$ cat src/rtl/serial_rx_queue.sv
module serial_rx_queue #(
  parameter int DEPTH = 16,
  parameter int OSR   = 16,
  parameter int DIVW  = 16,
  localparam int AW   = $clog2(DEPTH),
  localparam int CW   = $clog2(DEPTH + 1),
  localparam int OW   = $clog2(OSR),
  localparam int TW   = 16
) (
  input  logic            clk,
  input  logic            rst_n,
  input  logic            rx_en,
  input  logic            rxd,
  input  logic [DIVW-1:0] baud_div,
  input  logic [1:0]      len_code,
  input  logic            par_en,
  input  logic            par_odd,
  input  logic [CW-1:0]   thresh,
  input  logic [3:0]      tmo_chars,
  input  logic            mask_ovr,
  input  logic            mask_thr,
  input  logic            mask_tmo,
  input  logic            fifo_clr,
  input  logic            rd_pop,
  output logic [11:0]     rd_word,
  output logic            not_empty,
  output logic            st_ovr,
  output logic            st_thr,
  output logic            st_tmo,
  output logic            irq
);

  typedef enum logic [1:0] {S_IDLE, S_START, S_BITS, S_HOLD} rx_st_t;

  logic [1:0]      rx_sync;
  logic            rx_s;
  logic [DIVW-1:0] div_cnt;
  logic            tick;
  rx_st_t          st;
  logic [OW-1:0]   os_cnt;
  logic [3:0]      idx;
  logic [7:0]      sh;
  logic            par_acc, all_low;
  logic            push_q;
  logic [10:0]     push_word;

  logic [10:0]     mem [DEPTH];
  logic [AW-1:0]   wr_ptr, rd_ptr;
  logic [CW-1:0]   count;
  logic            full, do_pop, do_push;
  logic [TW-1:0]   tmo_cnt, tmo_lim;

  wire [3:0] nbits    = 4'd5 + {2'b00, len_code};
  wire [3:0] stop_idx = nbits + {3'b000, par_en};
  wire [3:0] fbits    = stop_idx + 4'd2;
  wire [7:0] rx_byte  = sh >> (2'd3 - len_code);
  wire       brk_now  = all_low & ~rx_s;

  assign rx_s = rx_sync[1];
  assign tick = (div_cnt == baud_div);

  always_ff @(posedge clk or negedge rst_n)
    if (!rst_n) begin
      rx_sync <= 2'b11;
      div_cnt <= '0;
    end else begin
      rx_sync <= {rx_sync[0], rxd};
      div_cnt <= tick ? '0 : div_cnt + 1'b1;
    end

  always_ff @(posedge clk or negedge rst_n)
    if (!rst_n) begin
      st        <= S_IDLE;
      os_cnt    <= '0;
      idx       <= '0;
      sh        <= '0;
      par_acc   <= 1'b0;
      all_low   <= 1'b0;
      push_q    <= 1'b0;
      push_word <= '0;
    end else begin
      push_q <= 1'b0;
      if (!rx_en) st <= S_IDLE;
      else if (tick) begin
        case (st)
          S_IDLE: if (!rx_s) begin st <= S_START; os_cnt <= '0; end
          S_START:
            if (os_cnt == OW'(OSR/2 - 1)) begin
              if (!rx_s) begin
                st <= S_BITS; os_cnt <= '0; idx <= '0;
                par_acc <= 1'b0; all_low <= 1'b1;
              end else st <= S_IDLE;
            end else os_cnt <= os_cnt + 1'b1;
          S_BITS:
            if (os_cnt == OW'(OSR - 1)) begin
              os_cnt  <= '0;
              idx     <= idx + 1'b1;
              all_low <= all_low & ~rx_s;
              if (idx < nbits) begin
                sh <= {rx_s, sh[7:1]};
                par_acc <= par_acc ^ rx_s;
              end else if (idx != stop_idx) begin
                par_acc <= par_acc ^ rx_s;
              end else begin
                push_q    <= 1'b1;
                push_word <= brk_now ? 11'h400
                           : {1'b0, par_en & (par_acc != par_odd), ~rx_s, rx_byte};
                st        <= rx_s ? S_IDLE : S_HOLD;
              end
            end else os_cnt <= os_cnt + 1'b1;
          S_HOLD: if (rx_s) st <= S_IDLE;
          default: st <= S_IDLE;
        endcase
      end
    end

  assign full      = (count == CW'(DEPTH));
  assign not_empty = (count != '0);
  assign do_pop    = rd_pop & not_empty;
  assign do_push   = push_q & (~full | do_pop);

  always_ff @(posedge clk)
    if (do_push && !fifo_clr) mem[wr_ptr] <= push_word;

  always_ff @(posedge clk or negedge rst_n)
    if (!rst_n) begin
      wr_ptr <= '0; rd_ptr <= '0; count <= '0; st_ovr <= 1'b0;
    end else if (fifo_clr) begin
      wr_ptr <= '0; rd_ptr <= '0; count <= '0; st_ovr <= 1'b0;
    end else begin
      if (do_push) wr_ptr <= wr_ptr + 1'b1;
      if (do_pop)  rd_ptr <= rd_ptr + 1'b1;
      count <= count + CW'(do_push) - CW'(do_pop);
      if (push_q && !do_push) st_ovr <= 1'b1;
      else if (do_pop)        st_ovr <= 1'b0;
    end

  assign tmo_lim = TW'(tmo_chars) * TW'(fbits) * TW'(OSR);

  always_ff @(posedge clk or negedge rst_n)
    if (!rst_n) tmo_cnt <= '0;
    else if (fifo_clr || do_push || do_pop || !not_empty) tmo_cnt <= '0;
    else if (tick && tmo_cnt != '1) tmo_cnt <= tmo_cnt + 1'b1;

  assign st_tmo  = not_empty && (tmo_chars != '0) && (tmo_cnt >= tmo_lim);
  assign st_thr  = (count >= thresh);
  assign rd_word = not_empty ? {1'b1, mem[rd_ptr]} : 12'h000;
  assign irq     = (st_ovr & mask_ovr) | (st_thr & mask_thr) | (st_tmo & mask_tmo);

  a_r6_no_overflow: assert property (@(posedge clk) disable iff (!rst_n)
    count <= CW'(DEPTH));

  a_r6_drop_sets_ovr: assert property (@(posedge clk) disable iff (!rst_n)
    push_q && full && !rd_pop && !fifo_clr |=> st_ovr && full);

  a_r10_clear_empties: assert property (@(posedge clk) disable iff (!rst_n)
    fifo_clr |=> !not_empty && !st_ovr);

  a_r5_pop_shrinks: assert property (@(posedge clk) disable iff (!rst_n)
    rd_pop && not_empty && !push_q && !fifo_clr |=> count == $past(count) - 1'b1);

  a_r8_restart_on_pop: assert property (@(posedge clk) disable iff (!rst_n)
    do_pop && !fifo_clr && count > CW'(1) && tmo_chars != '0 |=> !st_tmo);

endmodule

$ cat config.mk
export PLATFORM = sky130hd
export DESIGN_NAME = serial_rx_queue
export DESIGN_NICKNAME = d
export VERILOG_FILES = /design/src/rtl/serial_rx_queue.sv
export SDC_FILE = /design/constraint.sdc
export NUM_CORES = 1
export LEC_CHECK = 0
export ABC_AREA = 1
export BUFFER_PORTS_ARGS = -buffer_cell sky130_fd_sc_hd__buf_2
export CORE_MARGIN = 2
export CORE_UTILIZATION = 60
export CTS_CLUSTER_SIZE = 12
export DETAILED_ROUTE_END_ITERATION = 12
export PLACE_DENSITY = 0.87
export SLEW_MARGIN = 30
export SYNTH_ARGS = -nofsm -noshare
export SYNTH_HDL_FRONTEND = slang
export SYNTH_SLANG_ARGS = --single-unit
$ cat constraint.sdc
create_clock -name clk -period 10.9 [get_ports clk]
set_input_delay 0 -clock clk [delete_from_list [all_inputs] [get_ports clk]]
set_output_delay 0 -clock clk [all_outputs]
set_load 0.03 [all_outputs]
; ---- Word-level counts from Yosys, hierarchy flattened
; Memory sizes are Yosys's and may differ from the RTL's.
; Cells that the tools add are included.
[word_totals]
ff_bits = 80
latchBits = 0
ramBits = 176
mem_bits_ro = 0
out_inout_bits = 17
elab_cells = 145
memories = 1
[op_classes]
add_sub_neg = 12
multipliers = 1
div = 0
order_cmp = 3
eq_ne = 21
n_shift = 1
muxes = 50
bitwise = 15
reduce_logical = 26
[memory_table]
columns = memory, depth, width, rd, rd_clocked_by_memory_dff, wr, line_no
row1 = mem, 16, 11, 1, 0, 1, 47  ; logic [10:0] mem [DEPTH];
[ops]
columns = cell, count
row1 = 16-bit 2-to-1 mux, 3
row2 = 4-bit 2-to-1 mux, 10
row3 = "16-bit by 1-bit adder with 16-bit output, second input constant", 2
row4 = "3-bit != test, second input constant", 7
row5 = 2-bit 2-to-1 mux, 10
row6 = 1-bit 2-to-1 mux, 19
row7 = "4-bit by 1-bit adder with 4-bit output, second input constant", 4
row8 = 16-bit equality test, 1
row9 = 16-bit by 12-bit >= comparator with 1-bit output, 1
row10 = "16-bit != test, second input constant", 1
row11 = 7-bit AND reduction, 2
row12 = 12-bit 2-to-1 mux, 1
row13 = 4-bit case mux with 3 select lines, 1
row14 = 6-bit AND reduction, 2
row15 = 11-bit 2-to-1 mux, 1
row16 = 4-bit by 4-bit multiplier with 8-bit output, 1
row17 = 2-bit case mux with 4 select lines, 1
row18 = 4-bit case mux with 2 select lines, 1
row19 = 2-bit nonzero test, 4
row20 = 8-bit by 2-bit >> shifter with 8-bit output, 1
row21 = 1-bit AND, 7
row22 = "2-bit != test, second input constant", 3
row23 = 3-bit nonzero test, 2
row24 = 5-bit by 1-bit adder with 5-bit output, 1
row25 = other kinds (28), 43

; ---- Longest topological paths before layout
[logic_depth]
depth_word = 9
depth_mapped = 29
depth_no_buf = 28

; ---- Worst setup path before layout
; Ideal clock, no wire load.
[synth_path]
path_kind = input to output
start = input len_code[0]
end = output irq
arrival_time_ps = 4646
slack_ps = 6254
path_stages = 24
n_path_buf = 1
cell_sequence = buf_1 > inv_1 > ha_1 > nand2_1 > nand2_1 > ha_1 > xor2_1 > or2_2 > fa_1 > fa_1 > inv_1 > fa_1 > a21oi_1 > o21ai_0 > xnor2_1 > ha_1 > nand2_1 > nor3_1 > nand2_1 > nand4_1 > nand2_1 > inv_1 > nand2_1 > nand2_1
[synth_between]
elab_chain_cells = 8
[synth_rtl]
columns = item, line_no
row1 = "start, declared", 15  ; input logic [1:0] len_code,
row2 = 3-bit by 2-bit adder with 4-bit output, 53  ; wire [3:0] nbits = 4'd5 + {2'b00, len_code};
row3 = 4-bit by 1-bit adder with 4-bit output, 54  ; wire [3:0] stop_idx = nbits + {3'b000, par_en};
row4 = 4-bit by 2-bit adder with 4-bit output, 55  ; wire [3:0] fbits = stop_idx + 4'd2;
row5 = 4-bit by 4-bit multiplier with 8-bit output, 138  ; assign tmo_lim = TW'(tmo_chars) * TW'(fbits) * TW'(OSR);
row6 = 16-bit by 12-bit >= comparator with 1-bit output, 145  ; assign st_tmo = not_empty && (tmo_chars != '0) && (tmo_cnt >= tmo_lim);
row7 = 1-bit logical AND, 145
row8 = named net st_tmo, 29  ; output logic st_tmo,
row9 = 1-bit AND, 148  ; assign irq = (st_ovr & mask_ovr) | (st_thr & mask_thr) | (st_tmo & mask_tmo);
row10 = 1-bit bitwise OR, 148
row11 = "end, declared", 30  ; output logic irq
; The timed path passes the listed nets, and every way through them passes these cells.

; ---- Worst setup path in the final report
[layout_path]
start = input len_code[0]
end = output irq
[layout_between]
elab_chain_cells = 8
[layout_rtl]
columns = item, line_no
row1 = 3-bit by 2-bit adder with 4-bit output, 53
row2 = 4-bit by 1-bit adder with 4-bit output, 54
row3 = 4-bit by 2-bit adder with 4-bit output, 55
row4 = 4-bit by 4-bit multiplier with 8-bit output, 138
row5 = 16-bit by 12-bit >= comparator with 1-bit output, 145
row6 = 1-bit logical AND, 145
row7 = 1-bit AND, 148
row8 = 1-bit bitwise OR, 148
; No other way between the ends.

==> flow_metrics.py <==
metrics = {
    "status": {
        "outcome": "complete, no violations",
    },
    "worst_setup_path": {
        "crit_fanout": 13,
        "crit_top_cell": "nand2_1",
        "cpMaxStageDelayCell": "fa_1",
        "worstPathRequired_ns": 10.90,
        "r2r_cells": 16,
        "worstSetupPathType": "primary input to output pin",
        "r2r_slack_ns": 7.99,
        "max_stage_delay_ns": 0.55,
        "cp-start-kind": "primary input",
        "critPathCaptureType": "output pin",
        "arrival_ns": 5.48,
    },
    "grt": {
        "antenna_found_initial": 0,
        "track_usage_pct": 25.9,
        "grt.overflow.total": 0,
        "grt_max_degree": 92,
        "grt_pass1_vias": 9795,
        "met2_usage_pct": 46.9,
        "grt_pass1_wl_um": 46800,
        "met3_usage_pct": 4.06,
        "use_met1_pct": 31.9,
        "top_usage_layer": "met2",
    },
    "sta": {
        "worst_pin_slew_ns": 0.886,
        "timing.hold.ws_ns": 0.0684,
        "drv_slew": 0,
        "min_period_ns": 5.48,
        "fmax_mhz": 183,
        "fin_crit_sh_pct": 50.3,
        "setup_viol": 0,
        "clock_skew_ns": 0.0157,
        "finalHoldViolCount": 0,
        "relSlewSlack_pct": 40.9,
        "rsz0062_at_grt": "false",
        "finalSetupTns_ns": 0,
    },
    "layout": {
        "drive_gt1_share_pct": 10.0,
        "fin_nets": 1476,
        "syn2layout_area_growth_pct": 11.2,
        "regArea_um2": 7290,
        "multi_input_area_um2": 4840,
        "antennaDiodeCount": 0,
        "fill_cells": 1495,
    },
    "placed_design": {
        "place_congestion": 0.871,
        "dpl.hpwl_um": 18500,
        "port_buffers": 54,
    },
    "clock_tree": {
        "cts_inserted_buffers": 27,
        "clock-sinks": 256,
        "cts_tree": "done",
        "postCtsSetupRepairBufs": 0,
        "clk_pin_slew_ns": 0.06,
        "root_buffer": "clkbuf_16",
        "clockBufferDepth": 3,
        "insertion_delay_ns": 0.55,
        "h-tree-depth": 1,
        "cts_resized": 0,
    },
    "yosys": {
        "ys_ff_latch": 256,
        "netlist_area_um2": 12800,
        "synth.largest_area_cell": "edfxtp_1",
        "synth.avg_cell_area_um2": 9.64,
        "syn-num-nets": 1425,
        "ys_seq_area_share_pct": 56.8,
        "synth_top_cell_area_share_pct": 41.2,
        "synth.area.top_cells": "edfxtp_1, dfrtp_1, nand2_1",
        "synth.distinct_cells": 45,
        "synthCells": 1331,
        "ys_warn_count": 0,
    },
    "die": {
        "fp.dieW_um": 150,
        "fp.coreArea_um2": 21000,
        "rows": 53,
        "dieArea_um2": 22600,
        "die-height_um": 150,
        "io_pins": 55,
        "initial_utilization_pct": 61.0,
    },
    "power": {
        "p_comb_share_pct": 23.3,
        "p_sw_mw": 0.796,
        "power.internal_mw": 1.75,
        "switching_share_pct": 31.3,
        "power_density_nw_per_um2": 179,
        "clock_power_share_pct": 34.6,
        "peakVddDrop_uv": 119,
        "power_frac_seq_pct": 42.1,
        "cellLeakagePower_nw": 6.35,
    },
    "detailed_routing": {
        "first_iter_violations": 1009,
        "drc": 0,
        "wl_um": 28700,
        "wl_per_cell_um": 17.1,
        "vias_per_cell": 5.92,
        "vias": 9929,
        "ant_nets": 0,
        "first_pass_iters": 5,
    },
    "worst_hold_path": {
        "hp-class": "primary input to async pin",
    },
    "job": {
        "maxCapViolations": 0,
    },
}
==> cell usage after synthesis (all sizes together) <==
| library cell | instances |
|---|---|
| nand3 | 73 |
| buf | 24 |
| nor4 | 2 |
| clkinv | 4 |
| fa | 5 |
| ha | 51 |
| a211oi | 2 |
| o41ai | 2 |
| inv | 118 |
| o21bai | 1 |
| o21ai | 129 |
| o2111ai | 1 |
| nor2 | 186 |
| nor3 | 23 |
| nor3b | 2 |
| o221ai | 36 |
| a22oi | 1 |
| xnor2 | 5 |
| o22ai | 15 |
| a21oi | 40 |
| xor2 | 20 |
| o21a | 1 |
| mux2i | 5 |
| or2 | 5 |
| dfstp | 2 |
| dfrtp | 78 |
| edfxtp | 176 |
| nand3b | 1 |
| nand2 | 256 |
| nand4 | 34 |
| clkbuf | 31 |
| o211ai | 1 |
| a2111oi | 1 |
==> logic make-up (layout without fill, tap and decap cells) <==
logic type                 after synthesis  after routing  synth area share, %
and+or+nand+nor                        582            582                 19.3
DFF                                    256            256                 56.8
AOI/OAI and AO/OA                      230            230                 10.4
buffers and inverters                  177            249                 5.62
adders and majority gates               56             56                 5.76
xor gates and xnor gates                25             25                 1.71
muxes                                    5              5                0.390
==> through the flow <==
| step | utilization, % | worst slack (ns) | instance area [um^2] | cells | power, mW |
|---|---|---|---|---|---|
| finish | 67.8 | 5.42 | 14300 | 1678 | 2.55 |
| global route | 67.8 | 5.13 | 14300 | 1678 | 2.67 |
| CTS | 67.8 | 5.42 | 14200 | 1678 | 2.55 |
| detailed placement | 63.2 | 6.02 | 13300 | 1617 | 1.67 |
| global placement | 63.1 | 6.24 | 13300 | 1617 | 1.64 |
| floorplan | - | 6.25 | 12800 | 1331 | 1.52 |
==> power by group through the flow <==
stage          Clock (mW)  Sequential (mW)  Combinational, mW
5_1_grt             0.936             1.08              0.663
3_5_place_dp            0             1.09              0.580
4_1_cts             0.893             1.07              0.588
2_1_floorplan           0             1.09              0.435
6_report            0.880             1.07              0.593
3_3_place_gp            0             1.09              0.548
==> cell type report <==
type                            instances  area share, %
Inverter                              122           3.22
Clock buffer                           44           5.47
Clock inverter                          6          0.518
Tap cell                              275           2.41
Multi-Input combinational cell        898           33.9
Timing Repair Buffer                   77           3.34
Sequential cell                       256           51.1
==> cells in the final DEF, fill, tap and decap left out, types with 3 or more instances in the layout <==
cell type	n
inv_2	9
a21oi_1	40
edfxtp_1	176
fa_1	5
nand2_1	252
nor3_1	22
buf_4	12
mux2i_1	5
o221ai_1	36
inv_1	110
nand2_2	3
dlygate4sd3_1	11
o22ai_1	15
or2_2	5
buf_2	53
clkbuf_1	13
nor2_1	174
nand4_1	33
clkbuf_8	4
nand3_1	71
xor2_1	20
nor2_2	11
o21ai_0	129
dfrtp_1	77
clkinv_2	4
clkbuf_16	27
xnor2_1	5
ha_1	51
==> layer usage <==
layer  wire [um]  share of wire (%)  vias up
li1            -                  -     4700
met1       11100                 39     4711
met2       14700                 51      448
met3        2210                7.7       70
met4         663                2.3        0
met5           0                  0        -
==> timing repair <==
action                     4_1_cts  5_1_grt
hold endpoints to repair        98        0
hold buffers                    11        0
setup endpoints to repair        0        0
==> final timing paths <==
path,start,to
max in group asynchronous,rst_n,rd_ptr[0]$_DFFE_PN0P_
max,len_code[0],irq
min,rst_n,div_cnt[9]$_DFF_PN0_
max reg2reg,count[2]$_DFF_PN0_,count[4]$_DFF_PN0_
min reg2reg,rx_sync[0]$_DFF_PN1_,rx_sync[1]$_DFF_PN1_
min in group clk,rxd,rx_sync[0]$_DFF_PN1_
==> registers in the layout (all words and copies together) (netlist names) <==
| register | count |
|---|---|
| st | 2 |
| div_cnt | 16 |
| sh | 8 |
| os_cnt | 4 |
| wr_ptr | 4 |
| mem | 176 |
| idx | 4 |
| push_word | 11 |
| all_low | 1 |
| st_ovr | 1 |
| count | 5 |
| rx_sync | 2 |
| push_q | 1 |
| par_acc | 1 |
| rd_ptr | 4 |
| tmo_cnt | 16 |
==> critical path, delay by kind of cell <==
kind	cells	cell delay [ns]
adders and majority gates	6	2.30
xor gates and xnor gates	2	0.29
buffers and inverters	6	1.17
and+or+nand+nor	14	1.56
AOI/OAI and AO/OA	1	0.15
Note: power is estimated with default switching activity, not from simulation.
